File: src/rtl/ppm_pkg.sv
package ppm_pkg;

   // Reference register state: empty after reset, loaded after the first capture.
   typedef enum logic [0:0] {
      ARM_WAIT  = 1'b0,
      ARM_READY = 1'b1
   } arm_state_e;

   // Width of the prescaler counter. It must hold 2^(2^sel_w - 1) - 1.
   function automatic int unsigned psc_cnt_width(input int unsigned sel_w);
      int unsigned w;
      w = (1 << sel_w) - 1;
      return (w == 0) ? 1 : w;
   endfunction

endpackage

File: src/rtl/ppm_sync_edge.sv
module ppm_sync_edge #(
   parameter int unsigned STAGES = 2
) (
   input  logic clk,
   input  logic rst_n,
   input  logic async_i,
   output logic rise_o
);

   logic [STAGES-1:0] chain_q;
   logic              last_q;

   generate
      if (STAGES < 2) begin : g_bad_stages
         $error("ppm_sync_edge: STAGES must be at least 2");
      end
   endgenerate

   // Synchronizer chain, one flop per stage.
   genvar gi;
   generate
      for (gi = 0; gi < STAGES; gi++) begin : g_stage
         if (gi == 0) begin : g_first
            always_ff @(posedge clk or negedge rst_n) begin
               if (!rst_n) chain_q[gi] <= 1'b0;
               else        chain_q[gi] <= async_i;
            end
         end else begin : g_next
            always_ff @(posedge clk or negedge rst_n) begin
               if (!rst_n) chain_q[gi] <= 1'b0;
               else        chain_q[gi] <= chain_q[gi-1];
            end
         end
      end
   endgenerate

   always_ff @(posedge clk or negedge rst_n) begin
      if (!rst_n) last_q <= 1'b0;
      else        last_q <= chain_q[STAGES-1];
   end

   assign rise_o = chain_q[STAGES-1] & ~last_q;

   AST_RISE_SINGLE: assert property (@(posedge clk) disable iff (!rst_n)
      rise_o |=> !rise_o);

endmodule

File: src/rtl/ppm_prescaler.sv
module ppm_prescaler #(
   parameter int unsigned SEL_W = 2
) (
   input  logic             clk,
   input  logic             rst_n,
   input  logic [SEL_W-1:0] sel_i,
   output logic             tick_o
);

   localparam int unsigned CNT_W = ppm_pkg::psc_cnt_width(SEL_W);

   generate
      if (SEL_W < 1 || SEL_W > 3) begin : g_bad_sel
         $error("ppm_prescaler: SEL_W must be 1 to 3");
      end
   endgenerate

   logic [CNT_W-1:0] cnt_q;
   logic [CNT_W-1:0] limit;

   always_comb limit = CNT_W'((64'd1 << sel_i) - 64'd1);

   // Compare with >= so a smaller setting takes effect at once.
   assign tick_o = (cnt_q >= limit);

   always_ff @(posedge clk or negedge rst_n) begin
      if (!rst_n)      cnt_q <= '0;
      else if (tick_o) cnt_q <= '0;
      else             cnt_q <= cnt_q + CNT_W'(1);
   end

   AST_TICK_SPACED: assert property (@(posedge clk) disable iff (!rst_n)
      (tick_o && sel_i != '0) |=> (!tick_o || sel_i == '0));

endmodule

File: src/rtl/ppm_timebase.sv
module ppm_timebase #(
   parameter int unsigned TB_W = 16,
   parameter int unsigned RO_W = 16
) (
   input  logic                 clk,
   input  logic                 rst_n,
   input  logic                 tick_i,
   output logic [TB_W+RO_W-1:0] stamp_o,
   output logic                 wrap_o
);

   logic [TB_W-1:0] tb_q;
   logic [RO_W-1:0] ro_q;

   assign wrap_o  = tick_i && (tb_q == '1);
   assign stamp_o = {ro_q, tb_q};

   always_ff @(posedge clk or negedge rst_n) begin
      if (!rst_n) begin
         tb_q <= '0;
         ro_q <= '0;
      end else if (tick_i) begin
         tb_q <= tb_q + TB_W'(1);
         if (wrap_o) ro_q <= ro_q + RO_W'(1);
      end
   end

   AST_TB_WRAP: assert property (@(posedge clk) disable iff (!rst_n)
      (tick_i && tb_q == '1) |=> (tb_q == '0 && ro_q == $past(ro_q) + RO_W'(1)));
   AST_TB_HOLD: assert property (@(posedge clk) disable iff (!rst_n)
      !tick_i |=> $stable(stamp_o));

endmodule

File: src/rtl/ppm_period_calc.sv
module ppm_period_calc
   import ppm_pkg::*;
#(
   parameter int unsigned TB_W = 16,
   parameter int unsigned RO_W = 16
) (
   input  logic                 clk,
   input  logic                 rst_n,
   input  logic                 rise_i,
   input  logic                 wrap_i,
   input  logic [TB_W+RO_W-1:0] stamp_i,
   output logic [TB_W+RO_W-1:0] period_o,
   output logic                 valid_o,
   output logic                 ovf_o
);

   localparam int unsigned TS_W = TB_W + RO_W;

   arm_state_e      arm_q;
   logic [TS_W-1:0] prev_q;
   logic [RO_W-1:0] wcnt_q;
   logic            sat;

   assign sat = (wcnt_q == '1);

   // Wraps since the last capture. A wrap in the capture cycle opens the next interval.
   always_ff @(posedge clk or negedge rst_n) begin
      if (!rst_n)               wcnt_q <= '0;
      else if (rise_i)          wcnt_q <= wrap_i ? RO_W'(1) : '0;
      else if (wrap_i && !sat)  wcnt_q <= wcnt_q + RO_W'(1);
   end

   always_ff @(posedge clk or negedge rst_n) begin
      if (!rst_n) begin
         arm_q    <= ARM_WAIT;
         prev_q   <= '0;
         period_o <= '0;
         valid_o  <= 1'b0;
         ovf_o    <= 1'b0;
      end else begin
         valid_o <= 1'b0;
         if (rise_i) begin
            prev_q <= stamp_i;
            arm_q  <= ARM_READY;
            if (arm_q == ARM_READY) begin
               valid_o <= 1'b1;
               if (sat) begin
                  period_o <= '1;
                  ovf_o    <= 1'b1;
               end else begin
                  period_o <= stamp_i - prev_q;
                  ovf_o    <= 1'b0;
               end
            end
         end
      end
   end

   AST_COINCIDENT_WRAP: assert property (@(posedge clk) disable iff (!rst_n)
      (rise_i && wrap_i) |=> (wcnt_q == RO_W'(1)));
   AST_VALID_ARMED: assert property (@(posedge clk) disable iff (!rst_n)
      valid_o |-> $past(arm_q == ARM_READY));
   AST_VALID_PULSE: assert property (@(posedge clk) disable iff (!rst_n)
      valid_o |=> !valid_o);
   AST_OVF_FROM_SAT: assert property (@(posedge clk) disable iff (!rst_n)
      (valid_o && ovf_o) |-> ($past(sat) && period_o == '1));

endmodule

File: src/rtl/pulse_period_meter.sv
module pulse_period_meter #(
   parameter int unsigned TB_W        = 16,
   parameter int unsigned RO_W        = 16,
   parameter int unsigned PSC_SEL_W   = 2,
   parameter int unsigned SYNC_STAGES = 2
) (
   input  logic                 clk,
   input  logic                 rst_n,
   input  logic                 sig_in,
   input  logic [PSC_SEL_W-1:0] psc_sel,
   output logic [TB_W+RO_W-1:0] period_o,
   output logic                 valid_o,
   output logic                 ovf_o
);

   localparam int unsigned TS_W = TB_W + RO_W;

   generate
      if (TB_W < 2) begin : g_bad_tb
         $error("pulse_period_meter: TB_W must be at least 2");
      end
      if (RO_W < 1) begin : g_bad_ro
         $error("pulse_period_meter: RO_W must be at least 1");
      end
      if (TS_W > 64) begin : g_bad_ts
         $error("pulse_period_meter: TB_W+RO_W must not exceed 64");
      end
   endgenerate

   logic            edge_rise;
   logic            tick;
   logic            wrap;
   logic [TS_W-1:0] stamp;

   ppm_sync_edge #(.STAGES(SYNC_STAGES)) u_sync (
      .clk     (clk),
      .rst_n   (rst_n),
      .async_i (sig_in),
      .rise_o  (edge_rise)
   );

   ppm_prescaler #(.SEL_W(PSC_SEL_W)) u_psc (
      .clk    (clk),
      .rst_n  (rst_n),
      .sel_i  (psc_sel),
      .tick_o (tick)
   );

   ppm_timebase #(.TB_W(TB_W), .RO_W(RO_W)) u_tb (
      .clk     (clk),
      .rst_n   (rst_n),
      .tick_i  (tick),
      .stamp_o (stamp),
      .wrap_o  (wrap)
   );

   ppm_period_calc #(.TB_W(TB_W), .RO_W(RO_W)) u_calc (
      .clk      (clk),
      .rst_n    (rst_n),
      .rise_i   (edge_rise),
      .wrap_i   (wrap),
      .stamp_i  (stamp),
      .period_o (period_o),
      .valid_o  (valid_o),
      .ovf_o    (ovf_o)
   );

   AST_VALID_AFTER_EDGE: assert property (@(posedge clk) disable iff (!rst_n)
      valid_o |-> $past(edge_rise));

endmodule

File: config.mk
export PLATFORM = sky130hd
export DESIGN_NAME = pulse_period_meter
export DESIGN_NICKNAME = d
export VERILOG_FILES = /design/src/rtl/ppm_pkg.sv /design/src/rtl/ppm_sync_edge.sv /design/src/rtl/ppm_prescaler.sv /design/src/rtl/ppm_timebase.sv /design/src/rtl/ppm_period_calc.sv /design/src/rtl/pulse_period_meter.sv
export SDC_FILE = /design/constraint.sdc
export NUM_CORES = 1
export LEC_CHECK = 0
export BUFFER_PORTS_ARGS = -buffer_cell sky130_fd_sc_hd__clkbuf_2
export CAP_MARGIN = 0
export CORE_ASPECT_RATIO = 2
export CORE_MARGIN = 1
export CORE_UTILIZATION = 28
export DETAILED_ROUTE_END_ITERATION = 12
export PLACE_DENSITY = 0.45
export SYNTH_ARGS = -nofsm -noshare
export SYNTH_HDL_FRONTEND = slang
export SYNTH_SLANG_ARGS = --single-unit
export TNS_END_PERCENT = 50
File: constraint.sdc
create_clock -name clk -period 3.35 [get_ports clk]
set_input_delay 0.67 -clock clk [delete_from_list [all_inputs] [get_ports clk]]
set_output_delay 0.67 -clock clk [all_outputs]
set_load 0.005 [all_outputs]
# After elaboration in Yosys (flattened, before gate mapping)
# Cells that the tools add are included.
# totals
mem_bits_ro	0
latch_bits	0
ram_bits	0
in_bits	5
word_cells	38
output_inout_bits	34
reg_bits	121
mem_count	0
# op_classes
div_mod_pow	0
n_bitwise	2
n_addsub	6
muxes	8
order_cmp	1
shift	1
n_eq_ne	2
multipliers	0
n_reduce_logical	6
# ops
operator	count
$add 16x1->16 const B	3
$eq 16x16->1 const B	2
$mux 16	2
$mux 32	1
$sub 32x32->32	1
$mux 1	4
$reduce_and 2->1	2
$add 3x1->3 const B	1
$ge 3x3->1	1
$mux 3	1
$shl 1x2->3 const A	1
$sub 3x1->3 const B	1
$logic_and 1x1->1	2
$reduce_bool 2->1	1
$and 1x1->1	1
$logic_not 1->1	1
$not 1->1	1

# Depth between registers and ports, before layout
# depth
depth_word	7
depth_mapped	11

# Hierarchy
# A second synthesis with hierarchy kept.
# hier_totals
cells_unflattened	746
area_unflattened_um2	6836.6
# by_module_without_submodules
module	cells_each	seq_area_each_um2	instances	area_each_um2
ppm_period_calc	588	2077.0	1	4993.5
ppm_timebase	135	800.8	1	1550.2
ppm_prescaler	19	75.1	1	203.9
ppm_sync_edge	4	75.1	1	88.8

# Worst setup path after synthesis
# No wires, ideal clock.
# synth_timing
kind	input to register
from	input port psc_sel[1]
to	register u_tb.ro_q[15]
t_arrival_ns	2.706
stages	11
n_path_buf	1
required_ns	3.271
path_slack_ns	0.565
cell_sequence	or2_2 > ha_1 > nand2b_1 > a21o_1 > a21o_1 > buf_4 > nand4_2 > nor2_2 > nand4_1 > nor3_1 > xor2_1
# synth_between
elab_chain_cells	5
# synth_lines
item	line	rtl
start: declaration	pulse_period_meter.sv:10	input logic [PSC_SEL_W-1:0] psc_sel,
$shl 1x2->3 (*)	ppm_prescaler.sv:21	always_comb limit = CNT_W'((64'd1 << sel_i) - 64'd1);
$sub 3x1->3 (*)	ppm_prescaler.sv:21	
$ge 3x3->1 (*)	ppm_prescaler.sv:24	assign tick_o = (cnt_q >= limit);
$logic_and 1x1->1	ppm_timebase.sv:15	assign wrap_o = tick_i && (tb_q == '1);
$reduce_and 2->1 (no line) (*)	-	
end signal: assignment	ppm_timebase.sv:24	if (wrap_o) ro_q <= ro_q + RO_W'(1);
end: declaration	ppm_timebase.sv:13	logic [RO_W-1:0] ro_q;
# Mark *: on every way between the ends. The rest lies on a longest branch, timed or not.
# A chain may end at the register's enable or synchronous reset.

# Worst setup path after layout
# layout_timing
from	register u_tb.tb_q[0]
to	register u_calc.period_o[26]
# layout_between
elab_chain_cells	2
# layout_lines
item	line	rtl
start: declaration	ppm_timebase.sv:12	logic [TB_W-1:0] tb_q;
start signal: assignment	ppm_timebase.sv:23	tb_q <= tb_q + TB_W'(1);
$sub 32x32->32	ppm_period_calc.sv:51	period_o <= stamp_i - prev_q;
$mux 32	ppm_period_calc.sv:47	if (sat) begin
end signal: assignment	ppm_period_calc.sv:51	
end: declaration	ppm_period_calc.sv:12	output logic [TB_W+RO_W-1:0] period_o,
# Every way passes these cells.

==> reports/qor.txt <==
Outcome - complete, no violations
Maximum fanout along the worst path - 5
Max Root-Sink Buffers - 2
Critical Path RT - 3.66 ns
Top-Level Pins - 39
Crit. Startpoint - u_tb.tb_q[0]$_DFFE_PN0P_
Area contributors post-synth - dfrtp_1, ha_1, xor2_1, nand2_1, xnor2_1
Combinational family with the most area after synthesis - simple AND/OR/NAND/NOR gates
FFs w/ async S/R, synth - 100%
Pin count of the biggest net entering global routing - 79
CTS sink count - 121
Slew Limit Headroom - 52.5%
CTS tree - built
Final instance area - 7740 sq um
Violation count after the first detailed-routing iteration - 167
Dominant synthesized flop cell - dfrtp_1
Sum Neg Setup Slack - 0 ns
Worst EP arrival - 3.33 ns
Crit. End Element - flip-flop
Row cnt - 79
Top-area cell type share of the netlist area - 46.1%
Proportion of layout cells with a drive suffix above 1 - 12.7%
Clk_lat worst skew - 0.43 ns
Worst R2R End - u_calc.period_o[26]$_DFFE_PN0P_
CTS resizes - 0
Routed WL - 18200 um
Fillers - 2454
Wire per inst - 17.1 um
Layout Nets - 809
Distinct cells, synth - 48
Clock transition at the registers of the reported paths - 0.06 ns
Core area - 23100 sq um
Placer Congestion - 0.930
Hold buffers post-CTS - 0
Initial antenna violation count - 0
IO buf count - 38
Area growth syn-to-layout - 17.7%
Die height - 219 um
Root Buffer Master - clkbuf_16
Cell depth of the worst flop-to-flop path - 11
Fin util - 33.5%
Power density over the cells - 698 nW/um^2
Crit Path Category - reg -> reg
Tmin final - 3.02 ns
Synth Net Count - 756
Drt drc - 0
Post-synth EDFFs - 0
Post-synthesis adder-cell area fraction - 7.54%
CTS H-tree depth - 4
Worst hold path class - in -> async
Antenna viol nets, final - 0
Most frequent cell after synthesis - dfrtp_1
RSZ-0062 raised after global routing - false
Area leader, netlist - dfrtp_1
Crit start category - flip-flop
Die Wd - 110 um
Mean post-synth cell area - 9.23 sq um
Tightest Pin Transition - 0.712 ns
Xor and xnor area share after synthesis - 9.72%
Congestion Overflow GR - 0
GR Util All Layers - 16.6%
First-pass GRT wire length - 29200 um
Setup bufs post-CTS - 0
Simple-Gate Fraction of Synth Area - 17.6%
Max-slew violations - 0
Starting Density - 28.4%
Synth Area in Compound Gates - 14.7%
Yosys reg bits - 121
Placed cells - 1029
Mapped Area - 6580 sq um
Mux contribution to synthesized area - 0.324%
Most frequent cells after synthesis - dfrtp_1, nand2_1, nor2_1
Sequential share of the synthesized area - 46.1%
Crit path to - u_calc.period_o[26]$_DFFE_PN0P_
Synthesized instance count - 712
R2R Setup Slk - 0.33 ns
Total CTS buffers - 17
Reg2reg start - u_tb.tb_q[0]$_DFFE_PN0P_
DRT Pass-1 Iters - 5
Fin crit share - 90.2%
Die footprint - 24100 sq um
Placed Instance Area - 7190 sq um
Final setup violation count - 0
Vias post-DR - 5153
Max-cap violations - 0
Peak Freq - 331 MHz
Vias/cell - 4.86
Detailed Place HPWL - 13900 um
Vias in the first global route - 5288
Ant. Diodes - 0
Final hold vios - 0
Cell leakage power - 3.67 nW
Worst VDD drop - 0.000370 V
Final Skew - 0.0133 ns
Number of synthesis warnings - 0
Finished Layout Cells - 1061
-- cells by family after synthesis --
family,count (synthesis)
xor+xnor,73
simple gates,245
fa+ha+maj,39
mux,2
buf+inv,68
compound gates,164
flops,121
-- cell type report --
type	count	area, sq um	share of cell area [%]
Tap cell	283	354	4.57
Inverter	45	169	2.18
Sequential cell	121	3030	39.1
Timing Repair Buffer	57	348	4.49
Clock buffer	24	482	6.22
Clock inverter	8	70.1	0.905
Multi-Input combinational cell	523	3290	42.5
-- state kept, by name (all words and copies together) (netlist names) --
name and count:
u_tb.ro_q 16, u_calc.prev_q 32, u_sync.chain_q 2, u_sync.last_q 1, u_psc.cnt_q 3, u_calc.arm_q 1
u_tb.tb_q 16, u_calc.period_o 32, u_calc.ovf_o 1, u_calc.wcnt_q 16, u_calc.valid_o 1
-- metal layers --
layer  GRT usage, %  share of wire (%)  vias to the layer above
li1               -                  -                     2549
met1           15.5                 35                     2493
met2           32.4                 60                       73
met3           3.64                2.1                       38
met4           7.98                3.3                        0
met5              0                  0                        -
-- worst max-delay path, cell delays in order, from the launching register on --
cell and delay, ns:
dfrtp_1 0.34, inv_1 0.09, ha_1 0.24, fa_1 0.42, nor2b_1 0.17, o211ai_1 0.12
a31oi_1 0.45, a41oi_1 0.21, a31oi_1 0.41, a211oi_1 0.15, xor2_1 0.20, a21oi_1 0.09
-- placed cells by master, fill, tap and decap left out, drive strengths merged, types with 3 or more instances in the layout --
cell type and n:
nand2 82, xnor2 35, and4 3, o21bai 3, buf 20, nand4 13, inv 44, o21a 5
a211oi 4, clkbuf 61, xor2 38, o21ai 55, nor3 9, a41oi 3, nand2b 7, and3 12
nand3 24, a31oi 22, and2 3, a21oi 46, dfrtp 121, clkinv 6, nor2 79, nor2b 6
ha 38, a21o 13, nor4 5
-- stage by stage --
stage | setup WS (ns) | total power (W) | hold slack, ns
after floorplan | 0.565 | 0.00306 | 0.331
after global routing | 0.110 | 0.00576 | 0.324
after global placement | 0.204 | 0.00371 | 0.336
after detailed placement | 0.194 | 0.00372 | 0.339
final | 0.327 | 0.00540 | 0.283
after CTS | 0.342 | 0.00550 | 0.295
-- report_power, final --
| part | internal, W | total (W) | switching, W |
|---|---|---|---|
| clock | 0.00107 | 0.00174 | 0.000665 |
| combinational | 0.000777 | 0.00177 | 0.000997 |
| sequential | 0.00172 | 0.00189 | 0.000171 |
| total | 0.00357 | 0.00540 | 0.00183 |
-- how the worst min path moves through the flow --
stage	endpoint	depth (start not counted)	slack [ns]	startpoint
4_1_cts	u_calc.wcnt_q[12]$_DFFE_PN0P_	1	0.30	rst_n
5_1_grt	u_calc.wcnt_q[7]$_DFFE_PN0P_	1	0.32	rst_n
3_5_place_dp	u_sync.chain_q[1]$_DFF_PN0_	0	0.34	u_sync.chain_q[0]$_DFF_PN0_
3_3_place_gp	u_sync.chain_q[1]$_DFF_PN0_	0	0.34	u_sync.chain_q[0]$_DFF_PN0_
2_1_floorplan	u_sync.chain_q[1]$_DFF_PN0_	0	0.33	u_sync.chain_q[0]$_DFF_PN0_
6_report	u_tb.ro_q[6]$_DFFE_PN0P_	1	0.28	rst_n
Note: power is estimated with default switching activity, not from simulation.
